$ cat src/rtl/opm_pkg.sv
// Package: shared mode encoding, handshake states and chain helpers for the
// operational mode request handshake controller. Assumes four modes on a
// linear (non-wrapping) chain with 2-bit codes.
package opm_pkg;

    localparam int MODE_W = 2;

    typedef enum logic [MODE_W-1:0] {
        OPM_PDA  = 2'd0,
        OPM_ACT  = 2'd1,
        OPM_LP   = 2'd2,
        OPM_PDLP = 2'd3
    } opm_mode_e;

    localparam logic [MODE_W-1:0] OPM_RESET_MODE = OPM_ACT;

    typedef enum logic [1:0] {
        HS_IDLE = 2'd0,
        HS_REQ  = 2'd1,
        HS_REL  = 2'd2
    } hs_state_e;

    // True when the two codes are exactly one chain position apart.
    function automatic logic opm_is_adjacent(input logic [MODE_W-1:0] a,
                                             input logic [MODE_W-1:0] b);
        logic [MODE_W:0] ea;
        logic [MODE_W:0] eb;
        ea = {1'b0, a};
        eb = {1'b0, b};
        return ((ea - eb) == 'd1) || ((eb - ea) == 'd1);
    endfunction

    // True for the two power-down modes, which draw on the low-current supply.
    function automatic logic opm_is_powerdown(input logic [MODE_W-1:0] m);
        return (m == OPM_PDA) || (m == OPM_PDLP);
    endfunction

endpackage

$ cat src/rtl/opm_step_check.sv
// Module: opm_step_check
// Classifies a mode write as accepted, ignored or refused. Assumes cur_mode is
// the mode currently forwarded (equal to the acknowledged mode when idle).
// Purely combinational.
module opm_step_check
    import opm_pkg::*;
(
    input  logic              wr_en,
    input  logic [MODE_W-1:0] wr_mode,
    input  logic [MODE_W-1:0] cur_mode,
    input  logic              busy,
    output logic              accept,
    output logic              reject
);

    logic adjacent;
    logic same;

    // Purpose: decide whether the write moves exactly one chain step.
    always_comb begin
        adjacent = opm_is_adjacent(wr_mode, cur_mode);
        same     = (wr_mode == cur_mode);
    end

    // Purpose: produce accept/refuse strobes; same-mode writes when idle do neither.
    always_comb begin
        accept = 1'b0;
        reject = 1'b0;
        if (wr_en) begin
            if (busy) begin
                reject = 1'b1;
            end else if (adjacent) begin
                accept = 1'b1;
            end else if (!same) begin
                reject = 1'b1;
            end
        end
    end

endmodule

$ cat src/rtl/opm_ack_sync.sv
// Module: opm_ack_sync
// Brings the asynchronous acknowledge from the power manager into the clock
// domain through STAGES flip-flops. STAGES = 0 passes it straight through and
// assumes the source is already synchronous.
module opm_ack_sync #(
    parameter int STAGES = 2
) (
    input  logic clk,
    input  logic rst_n,
    input  logic ack_in,
    output logic ack_out
);

    generate
        if (STAGES == 0) begin : g_bypass
            assign ack_out = ack_in;
        end else begin : g_chain
            logic [STAGES-1:0] chain_q;

            // Purpose: shift the acknowledge through the synchroniser stages.
            always_ff @(posedge clk) begin
                if (!rst_n) begin
                    chain_q <= '0;
                end else begin
                    chain_q <= {chain_q[STAGES-2 >= 0 ? STAGES-2 : 0 : 0], ack_in};
                end
            end

            assign ack_out = chain_q[STAGES-1];
        end
    endgenerate

endmodule

$ cat src/rtl/opm_handshake_fsm.sv
// Module: opm_handshake_fsm
// Holds the requested and acknowledged modes and runs a four-phase exchange
// with the power manager: raise the request, wait for the acknowledge, drop the
// request, wait for the acknowledge to drop. Assumes accept only pulses while
// the FSM is idle.
module opm_handshake_fsm
    import opm_pkg::*;
(
    input  logic              clk,
    input  logic              rst_n,
    input  logic              accept,
    input  logic [MODE_W-1:0] new_mode,
    input  logic              ack_s,
    output logic [MODE_W-1:0] req_mode,
    output logic [MODE_W-1:0] cur_ack_mode,
    output logic              req_out,
    output logic              busy_out
);

    hs_state_e         state_q;
    hs_state_e         state_d;
    logic [MODE_W-1:0] req_q;
    logic [MODE_W-1:0] ack_q;

    // Purpose: next-state logic of the four-phase exchange.
    always_comb begin
        state_d = state_q;
        unique case (state_q)
            HS_IDLE: if (accept) state_d = HS_REQ;
            HS_REQ:  if (ack_s)  state_d = HS_REL;
            HS_REL:  if (!ack_s) state_d = HS_IDLE;
            default: state_d = HS_IDLE;
        endcase
    end

    // Purpose: state register.
    always_ff @(posedge clk) begin
        if (!rst_n) begin
            state_q <= HS_IDLE;
        end else begin
            state_q <= state_d;
        end
    end

    // Purpose: capture the requested mode when a write is accepted.
    always_ff @(posedge clk) begin
        if (!rst_n) begin
            req_q <= OPM_RESET_MODE;
        end else if (state_q == HS_IDLE && accept) begin
            req_q <= new_mode;
        end
    end

    // Purpose: record the confirmed mode when the acknowledge arrives.
    always_ff @(posedge clk) begin
        if (!rst_n) begin
            ack_q <= OPM_RESET_MODE;
        end else if (state_q == HS_REQ && ack_s) begin
            ack_q <= req_q;
        end
    end

    assign req_mode     = req_q;
    assign cur_ack_mode = ack_q;
    assign req_out      = (state_q == HS_REQ);
    assign busy_out     = (state_q != HS_IDLE);

endmodule

$ cat src/rtl/opm_supply_map.sv
// Module: opm_supply_map
// Maps modes to the supply request and the peripheral inhibit. The inhibit is
// conservative: it is held while either the requested or the confirmed mode
// may leave the low-current supply in force. Purely combinational.
module opm_supply_map
    import opm_pkg::*;
(
    input  logic [MODE_W-1:0] req_mode,
    input  logic [MODE_W-1:0] conf_mode,
    output logic              supply_active,
    output logic              inhibit
);

    // Purpose: derive supply request and inhibit from the two modes.
    always_comb begin
        supply_active = !opm_is_powerdown(req_mode);
        inhibit       = opm_is_powerdown(req_mode) || opm_is_powerdown(conf_mode);
    end

endmodule

$ cat src/rtl/opmode_handshake.sv
// Module: opmode_handshake (top)
// Accepts mode writes from the control processor, forwards legal single-step
// requests to the power manager and records the acknowledged mode. Refused
// writes set a sticky error bit. Assumes the power manager follows a
// four-phase exchange: it holds the acknowledge until the request drops.
module opmode_handshake
    import opm_pkg::*;
#(
    parameter int ACK_SYNC_STAGES = 2
) (
    input  logic              clk,
    input  logic              rst_n,
    input  logic              wr_en,
    input  logic [MODE_W-1:0] wr_mode,
    input  logic              err_clr,
    input  logic              pm_ack,
    output logic              pm_req,
    output logic [MODE_W-1:0] pm_mode,
    output logic              pm_supply_active,
    output logic [MODE_W-1:0] ack_mode,
    output logic              busy,
    output logic              err_flag,
    output logic              periph_inhibit
);

    logic              accept;
    logic              reject;
    logic              ack_s;
    logic [MODE_W-1:0] req_mode;
    logic [MODE_W-1:0] conf_mode;
    logic              req_int;
    logic              busy_int;
    logic              err_q;

    opm_step_check u_check (
        .wr_en    (wr_en),
        .wr_mode  (wr_mode),
        .cur_mode (req_mode),
        .busy     (busy_int),
        .accept   (accept),
        .reject   (reject)
    );

    opm_ack_sync #(.STAGES(ACK_SYNC_STAGES)) u_sync (
        .clk     (clk),
        .rst_n   (rst_n),
        .ack_in  (pm_ack),
        .ack_out (ack_s)
    );

    opm_handshake_fsm u_fsm (
        .clk          (clk),
        .rst_n        (rst_n),
        .accept       (accept),
        .new_mode     (wr_mode),
        .ack_s        (ack_s),
        .req_mode     (req_mode),
        .cur_ack_mode (conf_mode),
        .req_out      (req_int),
        .busy_out     (busy_int)
    );

    opm_supply_map u_map (
        .req_mode      (req_mode),
        .conf_mode     (conf_mode),
        .supply_active (pm_supply_active),
        .inhibit       (periph_inhibit)
    );

    // Purpose: sticky error bit; a refusal in the same cycle wins over a clear.
    always_ff @(posedge clk) begin
        if (!rst_n) begin
            err_q <= 1'b0;
        end else if (reject) begin
            err_q <= 1'b1;
        end else if (err_clr) begin
            err_q <= 1'b0;
        end
    end

    assign pm_req   = req_int;
    assign pm_mode  = req_mode;
    assign ack_mode = conf_mode;
    assign busy     = busy_int;
    assign err_flag = err_q;

endmodule

$ cat config.mk
export PLATFORM = sky130hd
export DESIGN_NAME = opmode_handshake
export DESIGN_NICKNAME = d
export VERILOG_FILES = /design/src/rtl/opm_pkg.sv /design/src/rtl/opm_step_check.sv /design/src/rtl/opm_ack_sync.sv /design/src/rtl/opm_handshake_fsm.sv /design/src/rtl/opm_supply_map.sv /design/src/rtl/opmode_handshake.sv
export SDC_FILE = /design/constraint.sdc
export NUM_CORES = 1
export LEC_CHECK = 0
export BUFFER_PORTS_ARGS = -buffer_cell sky130_fd_sc_hd__buf_2
export CAP_MARGIN = 0
export CORE_MARGIN = 2
export CORE_UTILIZATION = 25
export CTS_BUF_LIST = sky130_fd_sc_hd__clkbuf_16
export DETAILED_ROUTE_END_ITERATION = 7
export PLACE_DENSITY = 0.52
export SETUP_SLACK_MARGIN = 0.15
export SYNTH_ARGS = -nofsm -noshare
export SYNTH_HDL_FRONTEND = slang
export SYNTH_SLANG_ARGS = --single-unit
$ cat constraint.sdc
create_clock -name clk -period 3.1 [get_ports clk]
set_clock_uncertainty 0.15 [all_clocks]
set_input_delay 0.155 -clock clk [delete_from_list [all_inputs] [get_ports clk]]
set_output_delay 0.155 -clock clk [all_outputs]
set_load 0.01 [all_outputs]
Yosys cells after proc, flatten, opt, wreduce, memory -nomap -nowiden
Cells that the tools add are included.
{"block": "op_classes", "add_sub_neg": 2, "eq_ne": 10, "n_mux": 13, "n_reduce_logical": 13}
{"cell": "32-bit by 1-bit == test with 1-bit output (second input constant)", "count": 2}
{"cell": "1-bit 2-to-1 mux", "count": 9}
{"cell": "2-bit == test (second input constant)", "count": 3}
{"cell": "2-bit zero test", "count": 3}
{"cell": "2-bit 2-to-1 mux", "count": 3}
{"cell": "2-bit one-hot mux with 3 select lines", "count": 1}
{"cell": "2-bit by 2-bit subtractor with 3-bit output", "count": 2}
{"cell": "1-bit logical OR", "count": 4}
{"cell": "2-bit by 1-bit != test with 1-bit output (second input constant)", "count": 2}
{"cell": "2-bit nonzero test", "count": 2}
{"cell": "3-bit AND reduction", "count": 1}
{"cell": "2-bit by 1-bit == test with 1-bit output (second input constant)", "count": 1}
{"cell": "2-bit == test", "count": 1}
{"cell": "1-bit logical AND", "count": 2}
{"cell": "2-bit != test (second input constant)", "count": 1}
{"cell": "1-bit zero test", "count": 1}
{"block": "totals", "ff_bits": 9, "input_bits": 7, "output_inout_bits": 9, "wordCells": 43}

Logic depth before layout (Yosys ltp)
Gate-level depths: netlist (run 1).
{"block": "logic_depth", "ltp_word": 8, "mapped_depth": 6, "depth_no_buf": 6}

Modules after synthesis
From an unflattened synthesis (run 1), not the netlist that was laid out.
{"block": "unflattened", "hier_cells": 53, "area_unflattened_um2": 523.0}
{"module": "opm_handshake_fsm", "n_inst": 1, "cells_per_inst": 26, "area_per_inst_um2": 266.5, "seq_area_each_um2": 120.1}
{"module": "opm_step_check", "n_inst": 1, "cells_per_inst": 17, "area_per_inst_um2": 141.4, "seq_area_each_um2": 0.0}
{"module": "opm_ack_sync", "n_inst": 1, "cells_per_inst": 4, "area_per_inst_um2": 52.6, "seq_area_each_um2": 40.0}
{"module": "opmode_handshake", "n_inst": 1, "cells_per_inst": 3, "area_per_inst_um2": 41.3, "seq_area_each_um2": 20.0}
{"module": "opm_supply_map", "n_inst": 1, "cells_per_inst": 3, "area_per_inst_um2": 21.3, "seq_area_each_um2": 0.0}

Worst setup path before layout (run 1)
No wires, ideal clock.
{"block": "synth_timing", "path_kind": "register -> register", "startpoint": "reg u_fsm.req_q[0] (netlist: u_fsm.req_mode[0])", "endpoint": "reg u_fsm.req_q[0] (netlist: u_fsm.req_mode[0])", "setup_time_ps": 72, "arrival_time_ps": 1823, "t_required_ps": 2878, "path_slack_ps": 1055, "path_stages_with_launch": 7, "path_buffers": 0, "period_less_slack_ps": 2045, "cell_sequence": "dfxtp_1 inv_1 ha_1 fa_1 nand2b_1 a2111oi_4 mux2i_1"}
{"block": "synth_via", "elab_chain_cells": 7, "elab_cells_between_ends": 9, "classes_between": "add/sub: 2; eq/ne: 2; mux: 3; reduce/logical: 2"}
{"element": "start: declaration", "line": "opm_handshake_fsm.sv:22", "source": "logic [MODE_W-1:0] req_q;"}
{"element": "start signal: assignment", "line": "opm_handshake_fsm.sv:50", "source": "req_q <= new_mode;"}
{"element": "2-bit by 2-bit subtractor with 3-bit output", "line": "opm_pkg.sv:30", "source": "return ((ea - eb) == 'd1) || ((eb - ea) == 'd1);"}
{"element": "32-bit by 1-bit == test with 1-bit output", "line": "opm_pkg.sv:30"}
{"element": "1-bit logical OR (*)", "line": "opm_pkg.sv:30"}
{"element": "1-bit 2-to-1 mux (*)", "line": "opm_step_check.sv:32", "source": "end else if (adjacent) begin"}
{"element": "1-bit 2-to-1 mux (*)", "line": "opm_step_check.sv:30", "source": "if (busy) begin"}
{"element": "1-bit 2-to-1 mux (*)", "line": "opm_step_check.sv:29", "source": "if (wr_en) begin"}
{"element": "1-bit logical AND (*)", "line": "opm_handshake_fsm.sv:49", "source": "end else if (state_q == HS_IDLE && accept) begin"}
Mark *: on every way between the ends. The rest lies on a longest branch, timed or not.
A chain may end at the register's enable or synchronous reset.

Worst setup path after layout (run 1)
Same ends and word-level chain as after synthesis.

==> flow_summary.html, run 1 <==
<table>
<tr><th>Metric</th><th>Value</th></tr>
<tr><th colspan="2">Status</th></tr>
<tr><td>Outcome</td><td>finished clean</td></tr>
<tr><th colspan="2">Logic synthesis</th></tr>
<tr><td>Most frequent cells after synthesis</td><td>sky130_fd_sc_hd__dfxtp_1 (9), sky130_fd_sc_hd__nor2b_1 (7), sky130_fd_sc_hd__inv_1 (5)</td></tr>
<tr><td>Portion of the post-synthesis area used by sequential elements</td><td>35.0%</td></tr>
<tr><td>Top-area cell type share of the netlist area</td><td>35.0%</td></tr>
<tr><td>Cell area after synthesis</td><td>515 µm²</td></tr>
<tr><td>Top cells by area in the synthesized netlist</td><td>sky130_fd_sc_hd__dfxtp_1 (35%), sky130_fd_sc_hd__nor2b_1 (8.5%), sky130_fd_sc_hd__fa_1 (7.8%)</td></tr>
<tr><td>Syn avg cell area</td><td>10.1 µm²</td></tr>
<tr><td>Async set-reset flop share out of synthesis</td><td>0%</td></tr>
<tr><td>Cell type with the highest aggregate area in the netlist</td><td>sky130_fd_sc_hd__dfxtp_1</td></tr>
<tr><td>Ys flop type</td><td>sky130_fd_sc_hd__dfxtp_1</td></tr>
<tr><td>Yosys cell types</td><td>21</td></tr>
<tr><td>Synthesized flop and latch total</td><td>9</td></tr>
<tr><td>Synthesis warning total</td><td>0</td></tr>
<tr><td>Total nets after synthesis</td><td>63</td></tr>
<tr><td>Most used standard cell by instance count after synthesis</td><td>sky130_fd_sc_hd__dfxtp_1</td></tr>
<tr><td>Number of standard cells after synthesis</td><td>51</td></tr>
<tr><td>Count of flip-flops with a built-in enable after synthesis</td><td>0</td></tr>
<tr><th colspan="2">Setup path</th></tr>
<tr><td>Setup crit start</td><td>u_fsm.req_mode[0]</td></tr>
<tr><td>Critical path peak fanout</td><td>5</td></tr>
<tr><td>Slowest cell on crit path</td><td>sky130_fd_sc_hd__fa_1</td></tr>
<tr><td>Ordered list of cells on the worst path</td><td>inv_1 &gt; ha_1 &gt; fa_1 &gt; nand2b_1 &gt; a2111oi_4 &gt; mux2i_1</td></tr>
<tr><td>Startpoint kind of the worst setup timing path</td><td>flop</td></tr>
<tr><td>Startpoint of the lowest-slack register-to-register path</td><td>u_fsm.req_mode[0]</td></tr>
<tr><td>Endpoint required time on the critical path</td><td>3.11 ns</td></tr>
<tr><td>Largest stage delay, worst path</td><td>0.47 ns</td></tr>
<tr><td>Data arrival time at the worst-slack endpoint</td><td>2.14 ns</td></tr>
<tr><td>Sort of element at the end of the critical path</td><td>flop</td></tr>
<tr><td>Number of buffers and inverters on the critical path</td><td>1</td></tr>
<tr><td>Critical setup path kind</td><td>flop to flop</td></tr>
<tr><td>Kind of cell adding the most delay to the critical path</td><td>adder cells</td></tr>
<tr><th colspan="2">Route</th></tr>
<tr><td>Vias after detailed routing</td><td>392</td></tr>
<tr><td>Drt wl/cell</td><td>10.1 µm</td></tr>
<tr><td>Number of search-and-repair iterations in the first detailed-routing pass</td><td>2</td></tr>
<tr><td>Drt drc</td><td>0</td></tr>
<tr><td>Number of DRC markers after the initial detailed-route iteration</td><td>3</td></tr>
<tr><td>Count of nets left with antenna violations after detail routing</td><td>0</td></tr>
<tr><td>Routed vias/inst</td><td>4.04</td></tr>
<tr><td>Total wire length after detailed routing</td><td>975 µm</td></tr>
<tr><th colspan="2">GRT</th></tr>
<tr><td>Met1 routing resource usage after global routing</td><td>9.40%</td></tr>
<tr><td>Maximum number of pins on one net before global-route repair</td><td>12</td></tr>
<tr><td>Total congestion overflow</td><td>0</td></tr>
<tr><td>Busiest layer in global routing</td><td>met2</td></tr>
<tr><td>Wire length of the first global-routing pass</td><td>1620 µm</td></tr>
<tr><td>Routing usage on met3</td><td>5.83%</td></tr>
<tr><td>Initial antenna violation count</td><td>0</td></tr>
<tr><td>Total Routing Usage GR</td><td>9.55%</td></tr>
<tr><td>Number of global-route vias before repair</td><td>362</td></tr>
<tr><td>Met2 Usage GRT</td><td>14.6%</td></tr>
<tr><th colspan="2">Cells and area</th></tr>
<tr><td>Ratio of cells with drive above 1 in the final layout</td><td>30.0%</td></tr>
<tr><td>ANT cells</td><td>0</td></tr>
<tr><td>Post-route insts no fill</td><td>97</td></tr>
<tr><td>Area Overhead vs Synth</td><td>37.6%</td></tr>
<tr><td>Count of nets after finishing</td><td>83</td></tr>
<tr><th colspan="2">Clocking</th></tr>
<tr><td>Num Clock Sinks</td><td>9</td></tr>
<tr><td>Maximum clock insertion buffer count</td><td>2</td></tr>
<tr><td>Cell at the root of the clock tree</td><td>sky130_fd_sc_hd__clkbuf_16</td></tr>
<tr><td>Total CTS buffers</td><td>3</td></tr>
<tr><td>Clock slew at reported path FFs</td><td>0.04 ns</td></tr>
<tr><td>Clock latency on the worst-skew pair</td><td>0.24 ns</td></tr>
<tr><td>Number of instances resized during post-cts repair</td><td>0</td></tr>
<tr><td>CTS HTree Levels</td><td>1</td></tr>
<tr><td>Clock tree from TritonCTS</td><td>done</td></tr>
<tr><th colspan="2">STA</th></tr>
<tr><td>Fin. Hold Viols</td><td>0</td></tr>
<tr><td>Worst Max-Slew Pin Slew</td><td>0.375 ns</td></tr>
<tr><td># setup viols final</td><td>0</td></tr>
<tr><td>Worst-case setup margin in the final layout</td><td>0.975 ns</td></tr>
<tr><td>Max-slew violation count</td><td>0</td></tr>
<tr><td>Setup TNS Final</td><td>0 ns</td></tr>
<tr><td>Max Fclk</td><td>471 MHz</td></tr>
<tr><td>Share of the clock period used by the worst path</td><td>68.5%</td></tr>
<tr><td>Setup repair after global routing missed its margin</td><td>false</td></tr>
<tr><td>Hold_ws</td><td>0.0563 ns</td></tr>
<tr><td>Worst-case headroom to the max-slew limit</td><td>75.0%</td></tr>
<tr><td>Final min period</td><td>2.12 ns</td></tr>
<tr><th colspan="2">Min path</th></tr>
<tr><td>Start point of the worst hold path</td><td>wr_mode[1]</td></tr>
<tr><td>Class of the most critical hold timing path</td><td>primary input to flop</td></tr>
<tr><th colspan="2">Place</th></tr>
<tr><td>Routability congestion estimate</td><td>0.702</td></tr>
<tr><td>Number of placed instances with taps included</td><td>92</td></tr>
<tr><td>Detailed placer's ending HPWL</td><td>748 µm</td></tr>
<tr><td>Number of I/O port buffers</td><td>15</td></tr>
<tr><td>Place WS</td><td>0.975 ns</td></tr>
<tr><th colspan="2">Floorplanning</th></tr>
<tr><td>Number of standard-cell rows in the floorplan</td><td>16</td></tr>
<tr><td>Core Area</td><td>1960 µm²</td></tr>
<tr><td>Floorplan die width</td><td>49.4 µm</td></tr>
<tr><td>Starting utilization of the core area</td><td>26.3%</td></tr>
<tr><td>I/O pin count</td><td>16</td></tr>
<tr><td>Die Y-Extent</td><td>49.4 µm</td></tr>
<tr><td>Die Area</td><td>2440 µm²</td></tr>
<tr><th colspan="2">Power</th></tr>
<tr><td>Static leakage power</td><td>0.351 nW</td></tr>
<tr><td>Total Power Consumption</td><td>0.000424 W</td></tr>
<tr><td>Peak supply drop</td><td>401 µV</td></tr>
<tr><td>Power per Cell Area</td><td>597 nW/µm²</td></tr>
<tr><th colspan="2">Run</th></tr>
<tr><td>Maxcap violations</td><td>0</td></tr>
</table>
## what timing repair did
item                                    CTS  global route
hold buffers                              1             0
endpoints found under the hold margin     1             0
endpoints found under the setup margin    0             0
buffers inserted                          0             0
## state kept, by name, indices dropped and copies added (netlist names)
register	count
u_sync.g_chain.chain_q	2
u_fsm.cur_ack_mode	2
err_flag	1
u_fsm.req_mode	2
u_fsm.state_q	2
## logic make-up (layout without fill, tap and decap cells)
kind of cell             count (synthesis)  count (layout)  synth area share [%]
AND/OR/NAND/NOR                         20              20                  24.5
flip-flops                               9               9                  35.0
buffers and inverters                    6              25                  4.37
adder cells (fa/ha/maj)                  5               5                  15.0
AO/OA/AOI/OAI                            5               5                  10.2
XOR/XNOR                                 3               3                  5.10
multiplexers                             3               3                  5.83
## power by group
group | switching, W | leakage (nW) | internal, W
Combinational | 0.0000346 | 0.235 | 0.0000349
Sequential | 0.00000608 | 0.0735 | 0.000123
Clock | 0.0000567 | 0.0423 | 0.000169
Total | 0.0000975 | 0.351 | 0.000326
## through the flow
stage                     area [µm²]  util, %
after global placement           621     31.6
after global routing             709     36.2
after floorplan                  515        -
after CTS                        709     36.2
after detailed placement         621     31.6
final                            709     36.2
## worst min-delay path: stages
cell	delay (ns)
sky130_fd_sc_hd__buf_2	0.12
sky130_fd_sc_hd__nand2_1	0.06
sky130_fd_sc_hd__mux2i_1	0.06
## worst paths after layout
kind                                    end  slack (ns)  depth (start not counted)
hold / removal            u_fsm.req_mode[1]        0.06                          3
setup / recovery          u_fsm.req_mode[0]        0.98                          6
hold reg to reg   u_sync.g_chain.chain_q[1]        0.28                          1
setup reg to reg          u_fsm.req_mode[0]        0.98                          6
## placed cells by master, fill, tap and decap left out, types with 2 or more instances in the layout
cell,instances
sky130_fd_sc_hd__nor2b_1,7
sky130_fd_sc_hd__clkbuf_16,3
sky130_fd_sc_hd__and2_1,2
sky130_fd_sc_hd__fa_1,2
sky130_fd_sc_hd__ha_1,3
sky130_fd_sc_hd__mux2i_1,3
sky130_fd_sc_hd__inv_1,6
sky130_fd_sc_hd__buf_2,15
sky130_fd_sc_hd__xor2_1,3
sky130_fd_sc_hd__nand3b_1,2
sky130_fd_sc_hd__nand2_1,4
sky130_fd_sc_hd__dfxtp_1,9
## cell type report
class	count	area, µm²
clock inverter	1	3.75
timing repair buffer	16	85.1
tap	27	33.8
clock buffer	3	75.1
multi-input combinational	36	313
fill	217	1250
sequential	9	180
inverter	5	18.8
## per-layer routing
metal | up-vias | part of all wire (%)
met5 | - | 0
met4 | 0 | 3.7
met3 | 4 | 7.8
met2 | 10 | 46
met1 | 175 | 43
li1 | 203 | -
Power figures use the tool's default switching activity.
==> inputs of run 2 (changes only) <==
--- a/config.mk
+++ b/config.mk
@@ -5,6 +5,7 @@
 export SDC_FILE = /design/constraint.sdc
 export NUM_CORES = 1
 export LEC_CHECK = 0
+export ABC_AREA = 1
 export BUFFER_PORTS_ARGS = -buffer_cell sky130_fd_sc_hd__buf_2
 export CAP_MARGIN = 0
 export CORE_MARGIN = 2
==> constraint.sdc (replaced) <==
create_clock -name clk -period 2.1 [get_ports clk]
set_clock_uncertainty 0.15 [all_clocks]
set_input_delay 0.105 -clock clk [delete_from_list [all_inputs] [get_ports clk]]
set_output_delay 0.105 -clock clk [all_outputs]
set_load 0.01 [all_outputs]
==> run 2 against run 1 <==
Clock-buffer cell count did not move; global-route usage up 1.2 points; combinational power grew to 2.9 times the previous value; critical path depth is 2 higher; wire length is 6.5% higher; non-clock buffer count is 5 higher; via count grew 13%; largest cell class unchanged; highest routed layer is now met3.
==> flow_summary.html, run 2 <==
<table>
<tr><th>Metric</th><th>Value</th></tr>
<tr><th colspan="2">Setup path</th></tr>
<tr><td>Largest stage delay, worst path</td><td>0.48 ns</td></tr>
<tr><td>Endpoint required time on the critical path</td><td>2.08 ns</td></tr>
<tr><td>Critical path peak fanout</td><td>5</td></tr>
<tr><td>Ordered list of cells on the worst path</td><td>inv_1 &gt; ha_1 &gt; fa_1 &gt; nand3b_1 &gt; nand2_1 &gt; nand3_2 &gt; nor2_1 &gt; nor2_2</td></tr>
<tr><td>Slowest cell on crit path</td><td>sky130_fd_sc_hd__fa_1</td></tr>
<tr><td>Sort of element at the end of the critical path</td><td>flop</td></tr>
<tr><td>Startpoint kind of the worst setup timing path</td><td>flop</td></tr>
<tr><td>Data arrival time at the worst-slack endpoint</td><td>1.77 ns</td></tr>
<tr><td>Critical setup path kind</td><td>flop to flop</td></tr>
<tr><th colspan="2">Power</th></tr>
<tr><td>Power per Cell Area</td><td>1000 nW/µm²</td></tr>
<tr><td>Switching power of the nets</td><td>0.000209 W</td></tr>
<tr><td>Total internal power</td><td>0.000526 W</td></tr>
<tr><td>Sequential fraction of design power</td><td>27.8%</td></tr>
<tr><td>Static leakage power</td><td>0.396 nW</td></tr>
<tr><td>Portion of total power attributed to the clock network</td><td>44.4%</td></tr>
<tr><td>Total Power Consumption</td><td>0.000735 W</td></tr>
<tr><td>Proportion of total power due to net switching</td><td>28.5%</td></tr>
<tr><td>Share of power burned in combinational logic</td><td>27.8%</td></tr>
<tr><td>Peak supply drop</td><td>459 µV</td></tr>
<tr><th colspan="2">Clocking</th></tr>
<tr><td>Maximum clock insertion buffer count</td><td>2</td></tr>
<tr><td>Cell at the root of the clock tree</td><td>sky130_fd_sc_hd__clkbuf_16</td></tr>
<tr><td>Clock tree from TritonCTS</td><td>done</td></tr>
<tr><td>Buffers inserted by post-CTS timing repair</td><td>0</td></tr>
<tr><td>Clock slew at reported path FFs</td><td>0.04 ns</td></tr>
<tr><td>Clock latency on the worst-skew pair</td><td>0.23 ns</td></tr>
<tr><td>Num Clock Sinks</td><td>9</td></tr>
<tr><td>Total CTS buffers</td><td>3</td></tr>
<tr><td>CTS HTree Levels</td><td>1</td></tr>
<tr><th colspan="2">Cells and area</th></tr>
<tr><td>Commonest non-fill, non-tap cells in the layout</td><td>sky130_fd_sc_hd__buf_2 (15), sky130_fd_sc_hd__nand2_1 (14), sky130_fd_sc_hd__inv_1 (12), sky130_fd_sc_hd__dfxtp_1 (8)</td></tr>
<tr><td>Ratio of cells with drive above 1 in the final layout</td><td>32.6%</td></tr>
<tr><td>Area Overhead vs Synth</td><td>50.6%</td></tr>
<tr><td>ANT cells</td><td>0</td></tr>
<tr><td>Layout Utilization</td><td>41.1%</td></tr>
<tr><td>Filler Cells Inserted</td><td>191</td></tr>
<tr><td>Count of nets after finishing</td><td>99</td></tr>
<tr><td>Commonest non-fill, non-tap cell in the layout</td><td>sky130_fd_sc_hd__buf_2</td></tr>
<tr><td>Final standard cell area without fillers</td><td>733 µm²</td></tr>
<tr><th colspan="2">STA</th></tr>
<tr><td>Worst Max-Slew Pin Slew</td><td>0.204 ns</td></tr>
<tr><td>Setup repair after global routing missed its margin</td><td>false</td></tr>
<tr><td>Max Fclk</td><td>558 MHz</td></tr>
<tr><td>Max-slew violation count</td><td>0</td></tr>
<tr><td># setup viols final</td><td>0</td></tr>
<tr><td>Fin. Hold Viols</td><td>0</td></tr>
<tr><td>Setup TNS Final</td><td>0 ns</td></tr>
<tr><td>Share of the clock period used by the worst path</td><td>85.3%</td></tr>
<tr><td>Worst-case headroom to the max-slew limit</td><td>86.4%</td></tr>
<tr><td>Final min period</td><td>1.79 ns</td></tr>
<tr><th colspan="2">Logic synthesis</th></tr>
<tr><td>Most frequent cells after synthesis</td><td>sky130_fd_sc_hd__nand2_1 (14), sky130_fd_sc_hd__inv_1 (11), sky130_fd_sc_hd__dfxtp_1 (9)</td></tr>
<tr><td>Top cells by area in the synthesized netlist</td><td>sky130_fd_sc_hd__dfxtp_1 (37%), sky130_fd_sc_hd__nand2_1 (11%), sky130_fd_sc_hd__inv_1 (8.5%)</td></tr>
<tr><td>Post-Synth Simple-Gate Area</td><td>26.7%</td></tr>
<tr><td>Top-area cell type share of the netlist area</td><td>37.0%</td></tr>
<tr><td>Portion of the post-synthesis area used by sequential elements</td><td>37.0%</td></tr>
<tr><td>Cell type with the highest aggregate area in the netlist</td><td>sky130_fd_sc_hd__dfxtp_1</td></tr>
<tr><td>Total nets after synthesis</td><td>73</td></tr>
<tr><td>Syn avg cell area</td><td>7.98 µm²</td></tr>
<tr><td>Largest family of logic cells by synthesized area</td><td>simple AND/OR/NAND/NOR gates</td></tr>
<tr><td>Cell area after synthesis</td><td>487 µm²</td></tr>
<tr><td>Number of standard cells after synthesis</td><td>61</td></tr>
<tr><td>Count of flip-flops with a built-in enable after synthesis</td><td>0</td></tr>
<tr><td>Most used standard cell by instance count after synthesis</td><td>sky130_fd_sc_hd__nand2_1</td></tr>
<tr><td>Fraction of synthesized cell area in xor and xnor cells</td><td>3.60%</td></tr>
<tr><td>Synthesized flop and latch total</td><td>9</td></tr>
<tr><td>Fraction of the mapped netlist area in compound gates</td><td>6.68%</td></tr>
<tr><td>Yosys cell types</td><td>16</td></tr>
<tr><td>Synthesis warning total</td><td>0</td></tr>
<tr><td>Fraction of synthesized area in multiplexers</td><td>0%</td></tr>
<tr><td>Ys flop type</td><td>sky130_fd_sc_hd__dfxtp_1</td></tr>
<tr><td>Adder-cell share of the synthesized area</td><td>15.9%</td></tr>
<tr><td>Async set-reset flop share out of synthesis</td><td>0%</td></tr>
<tr><th colspan="2">Place</th></tr>
<tr><td>Routability congestion estimate</td><td>0.709</td></tr>
<tr><td>Number of I/O port buffers</td><td>15</td></tr>
<tr><td>Detailed placer's ending HPWL</td><td>822 µm</td></tr>
<tr><td>Placed standard-cell area</td><td>601 µm²</td></tr>
<tr><th colspan="2">Min path</th></tr>
<tr><td>Class of the most critical hold timing path</td><td>primary input to flop</td></tr>
<tr><th colspan="2">GRT</th></tr>
<tr><td>Total Routing Usage GR</td><td>10.8%</td></tr>
<tr><td>Initial antenna violation count</td><td>0</td></tr>
<tr><td>Total congestion overflow</td><td>0</td></tr>
<tr><td>Wire length of the first global-routing pass</td><td>1660 µm</td></tr>
<tr><td>Maximum number of pins on one net before global-route repair</td><td>7</td></tr>
<tr><td>Number of global-route vias before repair</td><td>369</td></tr>
<tr><th colspan="2">Floorplanning</th></tr>
<tr><td>Starting utilization of the core area</td><td>27.3%</td></tr>
<tr><td>Die Y-Extent</td><td>48.1 µm</td></tr>
<tr><td>Core Area</td><td>1780 µm²</td></tr>
<tr><td>Floorplan die width</td><td>48.1 µm</td></tr>
<tr><td>Die Area</td><td>2320 µm²</td></tr>
<tr><td>Number of standard-cell rows in the floorplan</td><td>15</td></tr>
<tr><td>I/O pin count</td><td>16</td></tr>
<tr><th colspan="2">Route</th></tr>
<tr><td>Number of search-and-repair iterations in the first detailed-routing pass</td><td>3</td></tr>
<tr><td>Count of nets left with antenna violations after detail routing</td><td>0</td></tr>
<tr><td>Vias after detailed routing</td><td>444</td></tr>
<tr><td>Number of DRC markers after the initial detailed-route iteration</td><td>3</td></tr>
<tr><td>Total wire length after detailed routing</td><td>1040 µm</td></tr>
<tr><td>Routed vias/inst</td><td>4.00</td></tr>
<tr><td>Drt wl/cell</td><td>9.35 µm</td></tr>
<tr><td>Drt drc</td><td>0</td></tr>
<tr><th colspan="2">Run</th></tr>
<tr><td>Maxcap violations</td><td>0</td></tr>
<tr><th colspan="2">Status</th></tr>
<tr><td>Outcome</td><td>finished clean</td></tr>
</table>
==> run 2: cell type report <==
cell class              count  area, µm²  share of cell area (%)
multi-input cells          39        258                    35.2
clock inverters             1       3.75                   0.512
repair buffers             21        133                    18.1
flip-flops and latches      9        184                    25.1
clock buffers               3       75.1                    10.2
inverters                  13       48.8                    6.66
well taps                  25       31.3                    4.27
==> run 2: layer usage <==
metal	share of wire (%)	wire [µm]	vias up	global-route usage, %
met5	0	0	-	0
met2	48	495	12	16.0
li1	-	-	239	-
met1	48	502	193	13.7
met3	3.9	40	0	5.56
met4	0	0	0	3.24
==> run 2: kinds of logic after synthesis <==
family                   after synthesis
AO/OA/AOI/OAI                          5
XOR/XNOR                               2
buffers and inverters                 13
adder cells (fa/ha/maj)                5
flip-flops                             9
AND/OR/NAND/NOR                       27
==> run 2: worst paths after layout <==
path	start	end	slack, ns	depth (start not counted)
setup / recovery	u_fsm.req_mode[0]	u_fsm.req_mode[1]	0.31	8
hold / removal	wr_mode[1]	u_fsm.req_mode[1]	0.02	3
setup reg to reg	u_fsm.req_mode[0]	u_fsm.req_mode[1]	0.31	8
hold reg to reg	u_sync.g_chain.chain_q[0]	u_sync.g_chain.chain_q[1]	0.25	2
==> run 2: power groups by stage <==
stage	clock network (W)	logic (W)	registers, W
floorplan	0	0.000117	0.000216
global placement	0	0.000194	0.000206
detailed placement	0	0.000198	0.000206
CTS	0.000335	0.000207	0.000203
global route	0.000348	0.000234	0.000208
finish	0.000327	0.000204	0.000204
==> run 2: metrics by stage <==
stage / cells / worst slack, ns / hold slack [ns]
5_1_grt: 111 / 0.165 / 0.0398
3_5_place_dp: 102 / 0.221 / 0.142
4_1_cts: 111 / 0.220 / 0.0200
2_1_floorplan: 61 / 0.246 / 0.0306
6_report: 111 / 0.308 / 0.0193
3_3_place_gp: 102 / 0.240 / 0.137
==> run 2: critical path, delay by kind of cell (launching register included) <==
family	cells	cell delay (ns)
flops	1	0.36
fa+ha+maj	2	0.67
buf+inv	1	0.06
simple gates	5	0.46
==> run 2: timing repair <==
item                                   in CTS  in global routing
hold buffers                                5                  0
endpoints found under the hold margin       5                  0
setup endpoints to repair                   0                  3
resized for setup                           0                  2
